$ cat src/rtl/i2c_rp_pkg.sv
package i2c_rp_pkg;

    localparam int LAST_ADDR = 8;
    localparam int PTR_W     = $clog2(LAST_ADDR + 1);
    localparam int PIN_W     = 3;
    localparam int BYTE_W    = 8;
    localparam logic [3:0] ID_PREFIX = 4'b1010;

    typedef enum logic [2:0] {
        P_IDLE,
        P_ID,
        P_ADDR,
        P_WR,
        P_RD
    } phase_t;

    // Pointer step with wrap at the last location.
    function automatic logic [PTR_W-1:0] ptr_next(input logic [PTR_W-1:0] p);
        return (p == PTR_W'(LAST_ADDR)) ? '0 : PTR_W'(p + 1'b1);
    endfunction

    // Identification byte check; bit 0 is the direction and is not compared.
    function automatic logic id_hits(input logic [BYTE_W-1:0] b,
                                     input logic [PIN_W-1:0]  pins);
        return (b[BYTE_W-1 -: 4] == ID_PREFIX) && (b[PIN_W:1] == pins);
    endfunction

endpackage

$ cat src/rtl/i2c_rp_sync.sv
module i2c_rp_sync #(
    parameter int             W       = 2,
    parameter int             STAGES  = 2,
    parameter logic [W-1:0]   RST_VAL = '1
) (
    input  logic         clk,
    input  logic         rst,
    input  logic [W-1:0] d,
    output logic [W-1:0] q,
    output logic [W-1:0] q_prev
);
    // STAGES flops for metastability, plus one more that holds the previous sample.
    logic [STAGES:0][W-1:0] stg;

    always_ff @(posedge clk) begin
        if (rst) begin
            stg <= {(STAGES + 1){RST_VAL}};
        end else begin
            stg <= {stg[STAGES-1:0], d};
        end
    end

    assign q      = stg[STAGES-1];
    assign q_prev = stg[STAGES];
endmodule

$ cat src/rtl/i2c_rp_ptr.sv
module i2c_rp_ptr
    import i2c_rp_pkg::*;
(
    input  logic             clk,
    input  logic             rst,
    input  logic             load,
    input  logic [PTR_W-1:0] load_val,
    input  logic             step,
    output logic [PTR_W-1:0] ptr
);
    always_ff @(posedge clk) begin
        if (rst) begin
            ptr <= '0;
        end else if (load) begin
            ptr <= load_val;
        end else if (step) begin
            ptr <= ptr_next(ptr);
        end
    end
endmodule

$ cat src/rtl/i2c_regport.sv
module i2c_regport
    import i2c_rp_pkg::*;
#(
    parameter int SYNC_STAGES = 2
) (
    input  logic              clk,
    input  logic              rst,
    input  logic              scl_i,
    input  logic              sda_i,
    input  logic [PIN_W-1:0]  dev_sel,
    output logic              sda_oe,
    output logic [PTR_W-1:0]  reg_addr,
    output logic              reg_wr,
    output logic [BYTE_W-1:0] reg_wdata,
    output logic              reg_rd,
    input  logic [BYTE_W-1:0] reg_rdata,
    input  logic              bank_busy
);
    localparam int              CNT_W = $clog2(BYTE_W + 1);
    localparam logic [CNT_W-1:0] FULL  = CNT_W'(BYTE_W);

    logic [1:0] lines_s, lines_p;
    logic scl_s, sda_s, scl_p, sda_p;
    logic scl_rise, scl_fall, bus_start, bus_stop;

    i2c_rp_sync #(.W(2), .STAGES(SYNC_STAGES), .RST_VAL(2'b11)) u_sync (
        .clk    (clk),
        .rst    (rst),
        .d      ({scl_i, sda_i}),
        .q      (lines_s),
        .q_prev (lines_p)
    );

    assign scl_s = lines_s[1];
    assign sda_s = lines_s[0];
    assign scl_p = lines_p[1];
    assign sda_p = lines_p[0];

    assign scl_rise  = scl_s & ~scl_p;
    assign scl_fall  = ~scl_s & scl_p;
    assign bus_start = scl_s & scl_p & sda_p & ~sda_s;
    assign bus_stop  = scl_s & scl_p & ~sda_p & sda_s;

    phase_t             phase, nxt, follow;
    logic [CNT_W-1:0]   cnt;
    logic               in_ack, mack, grant;
    logic [BYTE_W-1:0]  shreg;
    logic               byte_done, ack_end, load_rd, wr_go, ptr_load;

    // Acknowledge decision for a completed inbound byte.
    always_comb begin
        grant  = 1'b0;
        follow = P_IDLE;
        unique case (phase)
            P_ID: begin
                grant  = id_hits(shreg, dev_sel);
                follow = shreg[0] ? P_RD : P_ADDR;
            end
            P_ADDR: begin
                grant  = (shreg <= BYTE_W'(LAST_ADDR));
                follow = P_WR;
            end
            P_WR: begin
                grant  = ~bank_busy;
                follow = P_WR;
            end
            default: ;
        endcase
    end

    assign byte_done = scl_fall && !in_ack && (cnt == FULL) &&
                       (phase inside {P_ID, P_ADDR, P_WR});
    assign ack_end   = scl_fall && in_ack;
    assign load_rd   = ack_end && ((phase == P_RD) ? mack : (nxt == P_RD));
    assign wr_go     = byte_done && (phase == P_WR) && grant;
    assign ptr_load  = byte_done && (phase == P_ADDR) && grant;

    assign reg_wr    = wr_go;
    assign reg_wdata = shreg;
    assign reg_rd    = load_rd;

    i2c_rp_ptr u_ptr (
        .clk      (clk),
        .rst      (rst),
        .load     (ptr_load),
        .load_val (shreg[PTR_W-1:0]),
        .step     (wr_go | load_rd),
        .ptr      (reg_addr)
    );

    always_ff @(posedge clk) begin
        if (rst) begin
            phase  <= P_IDLE;
            nxt    <= P_IDLE;
            cnt    <= '0;
            in_ack <= 1'b0;
            mack   <= 1'b0;
            shreg  <= '0;
            sda_oe <= 1'b0;
        end else if (bus_start) begin
            phase  <= P_ID;
            cnt    <= '0;
            in_ack <= 1'b0;
            sda_oe <= 1'b0;
        end else if (bus_stop) begin
            phase  <= P_IDLE;
            cnt    <= '0;
            in_ack <= 1'b0;
            sda_oe <= 1'b0;
        end else if (load_rd) begin
            phase  <= P_RD;
            shreg  <= reg_rdata;
            sda_oe <= ~reg_rdata[BYTE_W-1];
            cnt    <= '0;
            in_ack <= 1'b0;
        end else if (ack_end) begin
            in_ack <= 1'b0;
            sda_oe <= 1'b0;
            cnt    <= '0;
            phase  <= (phase == P_RD) ? P_IDLE : nxt;
        end else if (byte_done) begin
            if (grant) begin
                sda_oe <= 1'b1;
                in_ack <= 1'b1;
                nxt    <= follow;
            end else begin
                sda_oe <= 1'b0;
                phase  <= P_IDLE;
            end
        end else if (phase == P_RD) begin
            if (scl_rise) begin
                if (in_ack) begin
                    mack <= ~sda_s;
                end else if (cnt != FULL) begin
                    cnt <= CNT_W'(cnt + 1'b1);
                end
            end else if (scl_fall && !in_ack) begin
                if (cnt == FULL) begin
                    sda_oe <= 1'b0;
                    in_ack <= 1'b1;
                    mack   <= 1'b0;
                end else begin
                    shreg  <= {shreg[BYTE_W-2:0], 1'b0};
                    sda_oe <= ~shreg[BYTE_W-2];
                end
            end
        end else if ((phase != P_IDLE) && scl_rise && !in_ack && (cnt != FULL)) begin
            shreg <= {shreg[BYTE_W-2:0], sda_s};
            cnt   <= CNT_W'(cnt + 1'b1);
        end
    end
endmodule

$ cat config.mk
export PLATFORM = sky130hd
export DESIGN_NAME = i2c_regport
export DESIGN_NICKNAME = d
export VERILOG_FILES = /design/src/rtl/i2c_rp_pkg.sv /design/src/rtl/i2c_rp_sync.sv /design/src/rtl/i2c_rp_ptr.sv /design/src/rtl/i2c_regport.sv
export SDC_FILE = /design/constraint.sdc
export NUM_CORES = 1
export LEC_CHECK = 0
export BUFFER_PORTS_ARGS = -buffer_cell sky130_fd_sc_hd__buf_2
export CAP_MARGIN = 20
export CORE_ASPECT_RATIO = 1.75
export CORE_MARGIN = 3
export CORE_UTILIZATION = 45
export CTS_CLUSTER_DIAMETER = 50
export DETAILED_ROUTE_END_ITERATION = 8
export PLACE_DENSITY = 0.66
export SLEW_MARGIN = 20
export SYNTH_ARGS = -nofsm -noshare
export SYNTH_HDL_FRONTEND = slang
export SYNTH_HIERARCHICAL = 1
export SYNTH_SLANG_ARGS = --single-unit
$ cat constraint.sdc
create_clock -name clk -period 6.8 [get_ports clk]
set_clock_uncertainty 0.05 [all_clocks]
set_input_delay 0.34 -clock clk [delete_from_list [all_inputs] [get_ports clk]]
set_output_delay 0.34 -clock clk [all_outputs]
set_load 0.01 [all_outputs]
Yosys cells after proc, flatten, opt, wreduce, memory -nomap -nowiden
Index checks and enable logic that the tools add are counted.
{"block": "word_totals", "in_bits": 16, "reg_bits": 31, "elab_cells": 148, "output_inout_bits": 15}
{"block": "classes", "add_sub_neg": 2, "eq_ne": 25, "muxes": 45, "order_cmp": 1, "n_reduce_logical": 42, "bitwise": 20}
{"cell": "8-bit 2-to-1 mux", "n": 8}
{"cell": "4-bit 2-to-1 mux", "n": 8}
{"cell": "1-bit 2-to-1 mux", "n": 21}
{"cell": "3-bit 2-to-1 mux", "n": 6}
{"cell": "2-bit nonzero test", "n": 8}
{"cell": "1-bit logical AND", "n": 13}
{"cell": "4-bit equality test (second input constant)", "n": 3}
{"cell": "2-bit by 1-bit != test with 1-bit output (second input constant)", "n": 6}
{"cell": "1-bit inverter", "n": 12}
{"cell": "3-bit nonzero test", "n": 4}
{"cell": "5-bit AND reduction", "n": 2}
{"cell": "3-bit != test (second input constant)", "n": 3}
{"cell": "9-bit AND reduction", "n": 1}
{"cell": "4-bit by 1-bit adder with 4-bit output (second input constant)", "n": 2}
{"cell": "8-bit by 4-bit less-or-equal comparator with 1-bit output (second input constant)", "n": 1}
{"cell": "8-bit AND reduction", "n": 1}
{"cell": "4-bit nonzero test", "n": 2}
{"cell": "1-bit bitwise AND", "n": 7}
{"cell": "3-bit by 2-bit equality test with 1-bit output (second input constant)", "n": 2}
{"cell": "3-bit equality test (second input constant)", "n": 2}
{"cell": "2-bit != test (second input constant)", "n": 3}
{"cell": "3-bit one-hot mux with 2 select lines", "n": 1}
{"cell": "2-bit AND reduction", "n": 3}
{"cell": "6-bit AND reduction", "n": 1}
{"cell": "15 further kinds", "n": 15}

Longest topological paths before layout
Gate-level depths: netlist of run 1.
{"block": "logic_depth", "word_depth": 10, "depth_mapped": 9}

By module
The synthesis of run 1 kept the hierarchy.
{"mod": "i2c_regport", "n_inst": 1, "seq_area_each_um2": 420.4, "cells_each": 150, "area_each_um2": 1307.5}
{"mod": "i2c_rp_ptr", "n_inst": 1, "seq_area_each_um2": 80.1, "cells_each": 29, "area_each_um2": 249.0}
{"mod": "i2c_rp_sync", "n_inst": 1, "seq_area_each_um2": 120.1, "cells_each": 16, "area_each_um2": 187.7}

Least setup slack after synthesis of run 1
OpenSTA, ideal clock, no wires.
{"block": "synth_timing", "path_type": "register -> register", "from": "register shreg[6] (netlist: reg_wdata[6])", "to": "register u_ptr.ptr[2]", "path_slack_ns": 4.250, "required_ns": 6.664, "path_stages_with_launch": 9, "arrival_time_ns": 2.413, "path_cell_list": "dfxtp_1 or4_1 o32a_1 nor2_1 o21ai_1 o21ai_1 nand2_2 a211o_1 a221oi_2"}
{"block": "synth_via", "elab_chain_len": 6}
{"item": "from (decl)", "line_no": "i2c_regport.sv:47", "rtl": "logic [BYTE_W-1:0] shreg;"}
{"item": "from (signal assigned)", "line_no": "i2c_regport.sv:112", "rtl": "shreg <= reg_rdata;"}
{"item": "from (signal assigned)", "line_no": "i2c_regport.sv:143", "rtl": "shreg <= {shreg[BYTE_W-2:0], 1'b0};"}
{"item": "from (signal assigned)", "line_no": "i2c_regport.sv:148", "rtl": "shreg <= {shreg[BYTE_W-2:0], sda_s};"}
{"item": "branches (longest 2 deep; another with 8-bit by 4-bit less-or-equal comparator with 1-bit output)"}
{"item": "1-bit one-hot mux with 3 select lines (*)", "line_no": "i2c_regport.sv:54", "rtl": "unique case (phase)"}
{"item": "1-bit logical AND", "line_no": "i2c_regport.sv:75", "rtl": "assign wr_go = byte_done && (phase == P_WR) && grant;"}
{"item": "1-bit OR", "line_no": "i2c_regport.sv:87", "rtl": ".step (wr_go | load_rd),"}
{"item": "2-bit nonzero test (no source line)"}
{"item": "to (signal assigned)", "line_no": "i2c_rp_ptr.sv:15", "rtl": "ptr <= load_val;"}
{"item": "to (signal assigned)", "line_no": "i2c_rp_ptr.sv:17", "rtl": "ptr <= ptr_next(ptr);"}
{"item": "to (decl)", "line_no": "i2c_rp_ptr.sv:9", "rtl": "output logic [PTR_W-1:0] ptr"}
Mark *: on every way between the ends.
A chain may end at the register's enable or synchronous reset.

Worst setup path in the final report of run 1
{"block": "layout_timing", "from": "register phase[0]", "to": "register u_ptr.ptr[3]"}
{"item": "from (decl)", "line_no": "i2c_regport.sv:44", "rtl": "phase_t phase, nxt, follow;"}
{"item": "from (signal assigned)", "line_no": "i2c_regport.sv:120", "rtl": "phase <= (phase == P_RD) ? P_IDLE : nxt;"}
{"item": "3-bit by 1-bit equality test with 1-bit output, or another cell as far along", "line_no": "i2c_regport.sv:54, i2c_regport.sv:72"}
{"item": "3-bit nonzero test", "line_no": "i2c_regport.sv:72", "rtl": "(phase inside {P_ID, P_ADDR, P_WR});"}
{"item": "1-bit logical AND", "line_no": "i2c_regport.sv:71", "rtl": "assign byte_done = scl_fall && !in_ack && (cnt == FULL) &&"}
{"item": "1-bit logical AND", "line_no": "i2c_regport.sv:76", "rtl": "assign ptr_load = byte_done && (phase == P_ADDR) && grant;"}
{"item": "1-bit logical AND (*)", "line_no": "i2c_regport.sv:76"}
{"item": "named net ptr_load", "line_no": "i2c_regport.sv:48", "rtl": "logic byte_done, ack_end, load_rd, wr_go, ptr_load;"}
{"item": "4-bit 2-to-1 mux or 2-bit nonzero test (tied branches)"}
The timed path passes the listed nets; every way through them passes the cells marked *.

==> results of run 1 <==
==> final cells by class <==
cell class / count / area, sq um
sequential: 31 / 620.6
timing repair buffer: 30 / 150.1
multi-input combinational: 141 / 1003
clock inverter: 1 / 7.507
inverter: 13 / 48.80
fill: 355 / 1680
tap: 46 / 57.56
clock buffer: 7 / 96.34
==> kinds of logic (layout without fill, tap and decap cells) <==
group | after synthesis | after routing | share of synthesized area [%]
adders and majority gates | 4 | 4 | 2.870
AOI/OAI and AO/OA | 54 | 54 | 22.02
and+or+nand+nor | 61 | 61 | 20.30
DFF | 31 | 31 | 35.58
xor gates and xnor gates | 8 | 8 | 4.017
muxes | 14 | 14 | 8.321
buffers and inverters | 23 | 51 | 6.887
==> registers in the layout, summed over array words and instances, names as in the netlist, 2 cells and up <==
register       flops
nxt                3
cnt                4
u_sync/q           2
u_sync/q_prev      2
reg_wdata          8
u_sync/stg         2
u_ptr/ptr          4
phase              3
==> report_power, final <==
group          internal [mW]  total [mW]  leakage, nW  switching (mW)
logic                0.00834      0.0194        0.568          0.0111
registers              0.184       0.186        0.251         0.00281
clock network         0.0920       0.165       0.0505          0.0726
==> worst max path at each step <==
stage / end / slack (ns) / cells after the start
5_1_grt: u_ptr/ptr[1]$_SDFFE_PP0P_ / 3.71 / 9
6_report: u_ptr/ptr[3]$_SDFFE_PP0P_ / 3.98 / 8
2_1_floorplan: u_ptr/ptr[2]$_SDFFE_PP0P_ / 4.25 / 8
4_1_cts: u_ptr/ptr[2]$_SDFFE_PP0P_ / 3.98 / 8
3_5_place_dp: u_ptr/ptr[0]$_SDFFE_PP0P_ / 3.99 / 8
3_3_place_gp: u_ptr/ptr[2]$_SDFFE_PP0P_ / 3.97 / 8
==> layout by cell type, fill, tap and decap left out, types with 5 or more instances in the layout <==
cell type / count
sky130_fd_sc_hd__mux2i_1: 13
sky130_fd_sc_hd__inv_1: 13
sky130_fd_sc_hd__a21oi_1: 16
sky130_fd_sc_hd__nand2_1: 7
sky130_fd_sc_hd__dfxtp_1: 31
sky130_fd_sc_hd__a311oi_1: 8
sky130_fd_sc_hd__nor2_1: 14
sky130_fd_sc_hd__nand3_1: 5
sky130_fd_sc_hd__clkbuf_8: 7
sky130_fd_sc_hd__or2_1: 6
sky130_fd_sc_hd__buf_2: 30
sky130_fd_sc_hd__xor2_1: 7
==> through the flow <==
step	instance area, sq um	instances	util [%]	setup slack, ns	hold slack, ns
2_1_floorplan	1744	195	-	4.250	0.3332
3_3_place_gp	1881	261	51.31	3.966	0.3352
3_5_place_dp	1881	261	51.31	3.986	0.3468
4_1_cts	1984	269	54.15	3.980	0.1714
5_1_grt	1984	269	54.15	3.711	0.1711
6_report	1984	269	54.15	3.985	0.1767
==> routing by layer <==
metal / wire length (um) / part of all wire (%)
met1: 1620 / 40
met2: 2152 / 52
met3: 227 / 5.5
met4: 101 / 2.5
met5: 0 / 0
==> worst register-to-register path, stage by stage (launching register included) <==
cell                      delay, ns
sky130_fd_sc_hd__dfxtp_1       0.39
sky130_fd_sc_hd__or4_1         0.53
sky130_fd_sc_hd__o32a_1        0.30
sky130_fd_sc_hd__nor2_1        0.17
sky130_fd_sc_hd__o21ai_1       0.22
sky130_fd_sc_hd__nor3_1        0.63
sky130_fd_sc_hd__inv_1         0.20
sky130_fd_sc_hd__nand4_1       0.13
sky130_fd_sc_hd__o22ai_1       0.08
==> summary.txt, run 1 <==
Outcome
  • Status: complete, no violations

Detailed routing
  • Average detailed-routed wire length per instance: 15.25 um
  • Count of unresolved DRC violations after routing: 0
  • Mean number of vias per cell: 5.729
  • Total wire length after detailed routing: between 4000 and 5000 um
  • DR vias: 1,541
  • Detailed router's first-iteration violation count: 28
  • First drt pass iteration count: 4
  • Final antenna-violating net count: 0

Cells and area
  • Area growth from synthesis to layout: 13.77%
  • Final nets: between 200 and 250
  • Layout cells sized above 1: between 20% and 30%
  • Number of antenna cells inserted: 0

Logic synthesis
  • Share of the yosys chip area belonging to registers: a little over a third
  • Number of warning messages in the yosys log: 6
  • Ys flop type: sky130_fd_sc_hd__dfxtp_1
  • Nets in the synthesized netlist: around 220
  • Fraction of synthesized cell area taken by the top area cell type: between 30% and 40%
  • Synth top cells by count: sky130_fd_sc_hd__dfxtp_1, sky130_fd_sc_hd__a21oi_1, sky130_fd_sc_hd__nor2_1
  • Gate count after technology mapping: between 150 and 200
  • Synth Area per Inst: between 8 and 9 sq um
  • Number of synthesized flops with an enable pin: 0
  • Post-synthesis cell area: 1744 sq um
  • Largest cells by area after synthesis: sky130_fd_sc_hd__dfxtp_1, sky130_fd_sc_hd__mux2i_1, sky130_fd_sc_hd__a21oi_1
  • Post-synthesis async set-or-reset flop share: 0%
  • Distinct cell type count of the synthesized netlist: 50
  • Number of synthesized register bits: 31
  • Largest area contributor in the netlist: sky130_fd_sc_hd__dfxtp_1
  • Most common cell in the netlist: sky130_fd_sc_hd__dfxtp_1

Clock tree
  • Post-CTS setup repair buffer count: 0
  • Clock Root Buffer: sky130_fd_sc_hd__clkbuf_8
  • Post-cts gate resize count: 0
  • CTS H-Tree Depth: 2
  • Number of sinks handled by clock tree synthesis: 31
  • TritonCTS clock tree: yes
  • Post-CTS Hold Buffers: 0
  • Clock input transition at the sequential cells of the worst setup and hold paths: 0.07 ns
  • Number of buffers on the longest clock path: 2
  • Number of clock buffers inserted by TritonCTS: 5
  • Clock insertion delay at the later pin of the skew report: approximately 0.29 ns

Worst setup path
  • Arr. time, crit path: between 2 and 3 ns
  • Worst Path Class, Setup: reg2reg
  • Setup slack on the worst flop-to-flop path: ~4 ns
  • Kind of end point of the critical path: flip-flop
  • Worst Reg2Reg Path Length in Cells: 8
  • Crit-path cells: or4_1, o32a_1, nor2_1, o21ai_1, nor3_1, inv_1, nand4_1, o22ai_1
  • Launch point of the critical path: phase[0]$_SDFFE_PP0P_
  • Peak per-stage delay on the critical path: approximately 0.63 ns
  • Top cell family by delay on the critical path: simple AND/OR/NAND/NOR gates
  • Worst reg2reg path endpoint: u_ptr/ptr[3]$_SDFFE_PP0P_
  • Worst Path Buf+Inv: 1
  • Required time at the endpoint of the critical path: ~6.9 ns
  • Peak fanout along the critical path: 8
  • Slowest stage cell, crit path: sky130_fd_sc_hd__nor3_1
  • Worst flop-to-flop path startpoint: phase[0]$_SDFFE_PP0P_
  • Critical Path Start Type: flip-flop

GRT
  • Global routing usage on met3: about 4.7%
  • GR Util met2: around 34%
  • Initial antenna violation count: 0
  • Number of global-route vias before repair: 1,397
  • Most utilized layer in the global route result: met2
  • Maximum number of pins on one net before global-route repair: 26
  • Global Route Usage Sum: a little under 20%
  • GR Util met1: 21.99%
  • GRT Residual Overflow: 0
  • Wire length of the first global-routing pass: 6741 um

STA
  • Final hold violation count: 0
  • Setup TNS Final: 0 ns
  • Minimum clock period after layout: between 2 and 3 ns
  • Transition time at the pin with the least slew margin: 0.7190 ns
  • Final Max Tran Viols: 0
  • Achievable clock frequency: 355.2 MHz
  • Final cycle utilization of the critical path: 41.40%
  • Final Setup Violations: 0
  • Slew headroom: roughly 52%
  • Setup repair after global routing missed its margin: no

Hold path
  • Hold-critical path endpoint: u_sync/stg[1]$_SDFF_PP1_
  • Hold path cells: 2
  • Tightest Hold Check Type: in2reg
  • Worst Min Path Start: scl_i

Floorplan
  • Effective utilization at floorplan: between 40% and 50%
  • Number of primary I/O pins: 31
  • Height of the chip: between 80 and 90 um
  • Die Outline Area: 4688 sq um
  • Number of cell rows: 29
  • DIE WIDTH: 53.06 um
  • Area of the core region: about 3700 sq um

Place
  • Placer Congestion: approximately 0.89
  • Number of buffers added on ports: 30
  • Detailed-placement wirelength estimate: around 3000 um

Power
  • Power density of the placed cells: 186.6 nW/um^2
  • Static leakage power: about 0.87 nW
  • Total power: around 0.37 mW
  • Maximum vdd ir drop: roughly 0.13 mV

Flow run
  • Max Cap Viol: 0
Power figures use the tool's default switching activity.
==> inputs of run 2 (changes only) <==
- PLACE_DENSITY: 0.66 -> 0.69
- clock period: 6.8 -> 2.33 ns (I/O delays scaled with it)
==> summary.txt, run 2 (synthesis results as in run 1) <==
Detailed routing
  • Mean number of vias per cell: 5.541 (-3.3%)
  • Total wire length after detailed routing: 4395 um (+7.2%)
  • Final antenna-violating net count: 0 (unchanged)
  • Count of unresolved DRC violations after routing: 0 (unchanged)
  • First drt pass iteration count: 4 (unchanged)
  • Detailed router's first-iteration violation count: 64 (+130%)
  • DR vias: 1,607 (+4.3%)
  • Average detailed-routed wire length per instance: 15.16 um (-0.59%)

Clock tree
  • TritonCTS clock tree: yes
  • Number of buffers on the longest clock path: 2 (unchanged)
  • Clock input transition at the sequential cells of the worst setup and hold paths: 0.06 ns (about the same)
  • Clock Root Buffer: sky130_fd_sc_hd__clkbuf_8
  • CTS H-Tree Depth: 2 (unchanged)
  • Number of sinks handled by clock tree synthesis: 31 (unchanged)
  • Number of clock buffers inserted by TritonCTS: 5 (unchanged)
  • Clock insertion delay at the later pin of the skew report: 0.28 ns (about the same)

Worst setup path
  • Worst flop-to-flop path startpoint: reg_wdata[6]$_SDFFE_PP0P_
  • Worst Path Class, Setup: reg2reg
  • Worst reg2reg path endpoint: u_ptr/ptr[2]$_SDFFE_PP0P_
  • Peak fanout along the critical path: 3 (-5)
  • Kind of end point of the critical path: flip-flop
  • Setup slack on the worst flop-to-flop path: 0.10 ns (-3.88 ns)
  • Required time at the endpoint of the critical path: 2.47 ns (-4.44 ns)
  • Arr. time, crit path: 2.37 ns (-0.55 ns)
  • Critical Path Start Type: flip-flop
  • Worst Reg2Reg Path Length in Cells: 8 (unchanged)

Cells and area
  • Layout cells sized above 1: 28.69% (+7.6 points)
  • Sequential cell area: 620.6 sq um (unchanged)
  • Final Util: 58.96% (+4.8 points)
  • Largest register FFs: 8 (unchanged)
  • Most frequent cells in the layout: sky130_fd_sc_hd__dfxtp_1, sky130_fd_sc_hd__buf_2, sky130_fd_sc_hd__buf_4
  • Count of filler cells inserted in the layout: 343 (-3.4%)
  • Post-route standard cell area excluding fillers: 2161 sq um (+8.9%)
  • Final nets: 263 (+8.7%)
  • Multi-input gate area in the final layout: 1021 sq um (+1.7%)
  • Area growth from synthesis to layout: 23.89%
  • Number of antenna cells inserted: 0 (unchanged)
  • Most common cell after layout, fill and taps aside: sky130_fd_sc_hd__dfxtp_1

Power
  • Static leakage power: 0.9798 nW (+13%)
  • Power density of the placed cells: 496.8 nW/um^2 (+170%)
  • Maximum vdd ir drop: 0.4339 mV (+230%)
  • Total power: 1.073 mW (+190%)

GRT
  • GRT Residual Overflow: 0 (unchanged)
  • Initial antenna violation count: 0 (unchanged)
  • Number of global-route vias before repair: 1,528 (+9.4%)
  • Global Route Usage Sum: 20.96% (+1.5 points)
  • Maximum number of pins on one net before global-route repair: 26 (unchanged)
  • Wire length of the first global-routing pass: 7203 um (+6.9%)

STA
  • Final Setup Violations: 0 (unchanged)
  • Worst hold-check slack: 0.1462 ns (-0.03052 ns)
  • Final Max Tran Viols: 0 (unchanged)
  • Final hold violation count: 0 (unchanged)
  • Slew headroom: 52.75% (+1.1 points)
  • Setup TNS Final: 0 ns (unchanged)
  • Setup repair after global routing missed its margin: no
  • Transition time at the pin with the least slew margin: 0.7045 ns (-0.01450 ns)
  • Minimum clock period after layout: 2.227 ns (-0.5884 ns)
  • Final cycle utilization of the critical path: 95.57% (+54 points)
  • Achievable clock frequency: 449.1 MHz (+26%)

Floorplan
  • Number of primary I/O pins: 31 (unchanged)
  • Area of the core region: 3665 sq um (unchanged)
  • Die Outline Area: 4688 sq um (unchanged)
  • Number of cell rows: 29 (unchanged)
  • DIE WIDTH: 53.06 um (unchanged)
  • Height of the chip: 88.36 um (unchanged)
  • Effective utilization at floorplan: 47.59% (unchanged)

Outcome
  • Status: complete, no violations

Hold path
  • Hold-critical path endpoint: reg_wdata[3]$_SDFFE_PP0P_
  • Hold path cells: 3 (+1)
  • Worst Min Path Start: reg_rdata[3]
  • Tightest Hold Check Type: in2reg

Flow run
  • Max Cap Viol: 0 (unchanged)

Place
  • Number of buffers added on ports: 30 (unchanged)
  • Detailed-placement wirelength estimate: 3310 um (+9.2%)
  • Placer Congestion: 0.8764 (-1.2%)
  • Post-Place Cell Area: 2024 sq um (+7.7%)
==> run 2: cell count changes in the layout (fill, tap and decap cells not counted) <==
cell,delta
sky130_fd_sc_hd__clkinvlp_4,-1
sky130_fd_sc_hd__nor2_2,+2
sky130_fd_sc_hd__nor2_1,-2
sky130_fd_sc_hd__dlygate4sd3_1,+2
sky130_fd_sc_hd__clkbuf_1,+1
sky130_fd_sc_hd__o21ai_2,+2
sky130_fd_sc_hd__o21ai_1,-2
sky130_fd_sc_hd__nor3_2,+1
sky130_fd_sc_hd__buf_4,+19
sky130_fd_sc_hd__nor3_1,-1
==> run 2: through the flow <==
step	setup WS (ns)	cells
floorplan	-0.1492	195
global placement	0.1422	279
detailed placement	0.07970	279
CTS	0.04963	289
global route	0.01319	290
finish	0.1031	290
==> run 2: how the worst max path moves through the flow <==
stage | slack, ns | cells past startpoint | to | start
finish | 0.10 | 8 | u_ptr/ptr[2]$_SDFFE_PP0P_ | reg_wdata[6]$_SDFFE_PP0P_
global route | 0.01 | 8 | u_ptr/ptr[2]$_SDFFE_PP0P_ | reg_wdata[6]$_SDFFE_PP0P_
CTS | 0.05 | 7 | reg_wr | reg_wdata[6]$_SDFFE_PP0P_
detailed placement | 0.08 | 8 | u_ptr/ptr[2]$_SDFFE_PP0P_ | reg_wdata[6]$_SDFFE_PP0P_
global placement | 0.14 | 8 | u_ptr/ptr[2]$_SDFFE_PP0P_ | reg_wdata[6]$_SDFFE_PP0P_
floorplan | -0.15 | 8 | u_ptr/ptr[2]$_SDFFE_PP0P_ | reg_wdata[6]$_SDFFE_PP0P_
==> run 2: routing by layer <==
| layer | part of all wire, % | GRT usage, % | up-vias | routed length, um |
|---|---|---|---|---|
| li1 | - | - | 808 | - |
| met3 | 2.6 | 3.373 | 12 | 114 |
| met1 | 40 | 23.07 | 750 | 1761 |
| met2 | 54 | 37.56 | 37 | 2395 |
| met5 | 0 | 0 | - | 0 |
| met4 | 2.8 | 10.47 | 0 | 123 |
==> run 2: critical path: stages, from the launching register on <==
cell	delay, ns
sky130_fd_sc_hd__dfxtp_1	0.31
sky130_fd_sc_hd__or4_1	0.51
sky130_fd_sc_hd__o32a_1	0.31
sky130_fd_sc_hd__nor2_2	0.14
sky130_fd_sc_hd__o21ai_2	0.10
sky130_fd_sc_hd__o21ai_2	0.18
sky130_fd_sc_hd__nand2_2	0.07
sky130_fd_sc_hd__a211o_1	0.27
sky130_fd_sc_hd__a221oi_2	0.21
==> run 2: layout make-up <==
type,count,area share [%]
multi-input cells,141,47.25
repair buffers,51,14.48
inverters,13,2.258
flip-flops and latches,31,28.72
clock buffers,8,4.632
well taps,46,2.664
==> run 2: power by group <==
group | switching (mW) | total (mW) | internal [mW]
registers | 0.00384 | 0.540 | 0.536
clock network | 0.194 | 0.463 | 0.269
logic | 0.0403 | 0.0703 | 0.0300
total | 0.238 | 1.07 | 0.835
==> run 2: repair_timing <==
item                       CTS  global route
buffers inserted             0             1
hold endpoints to repair     2             0
gates resized for setup      0             3
hold buffers                 2             0
setup endpoints to repair    0             4
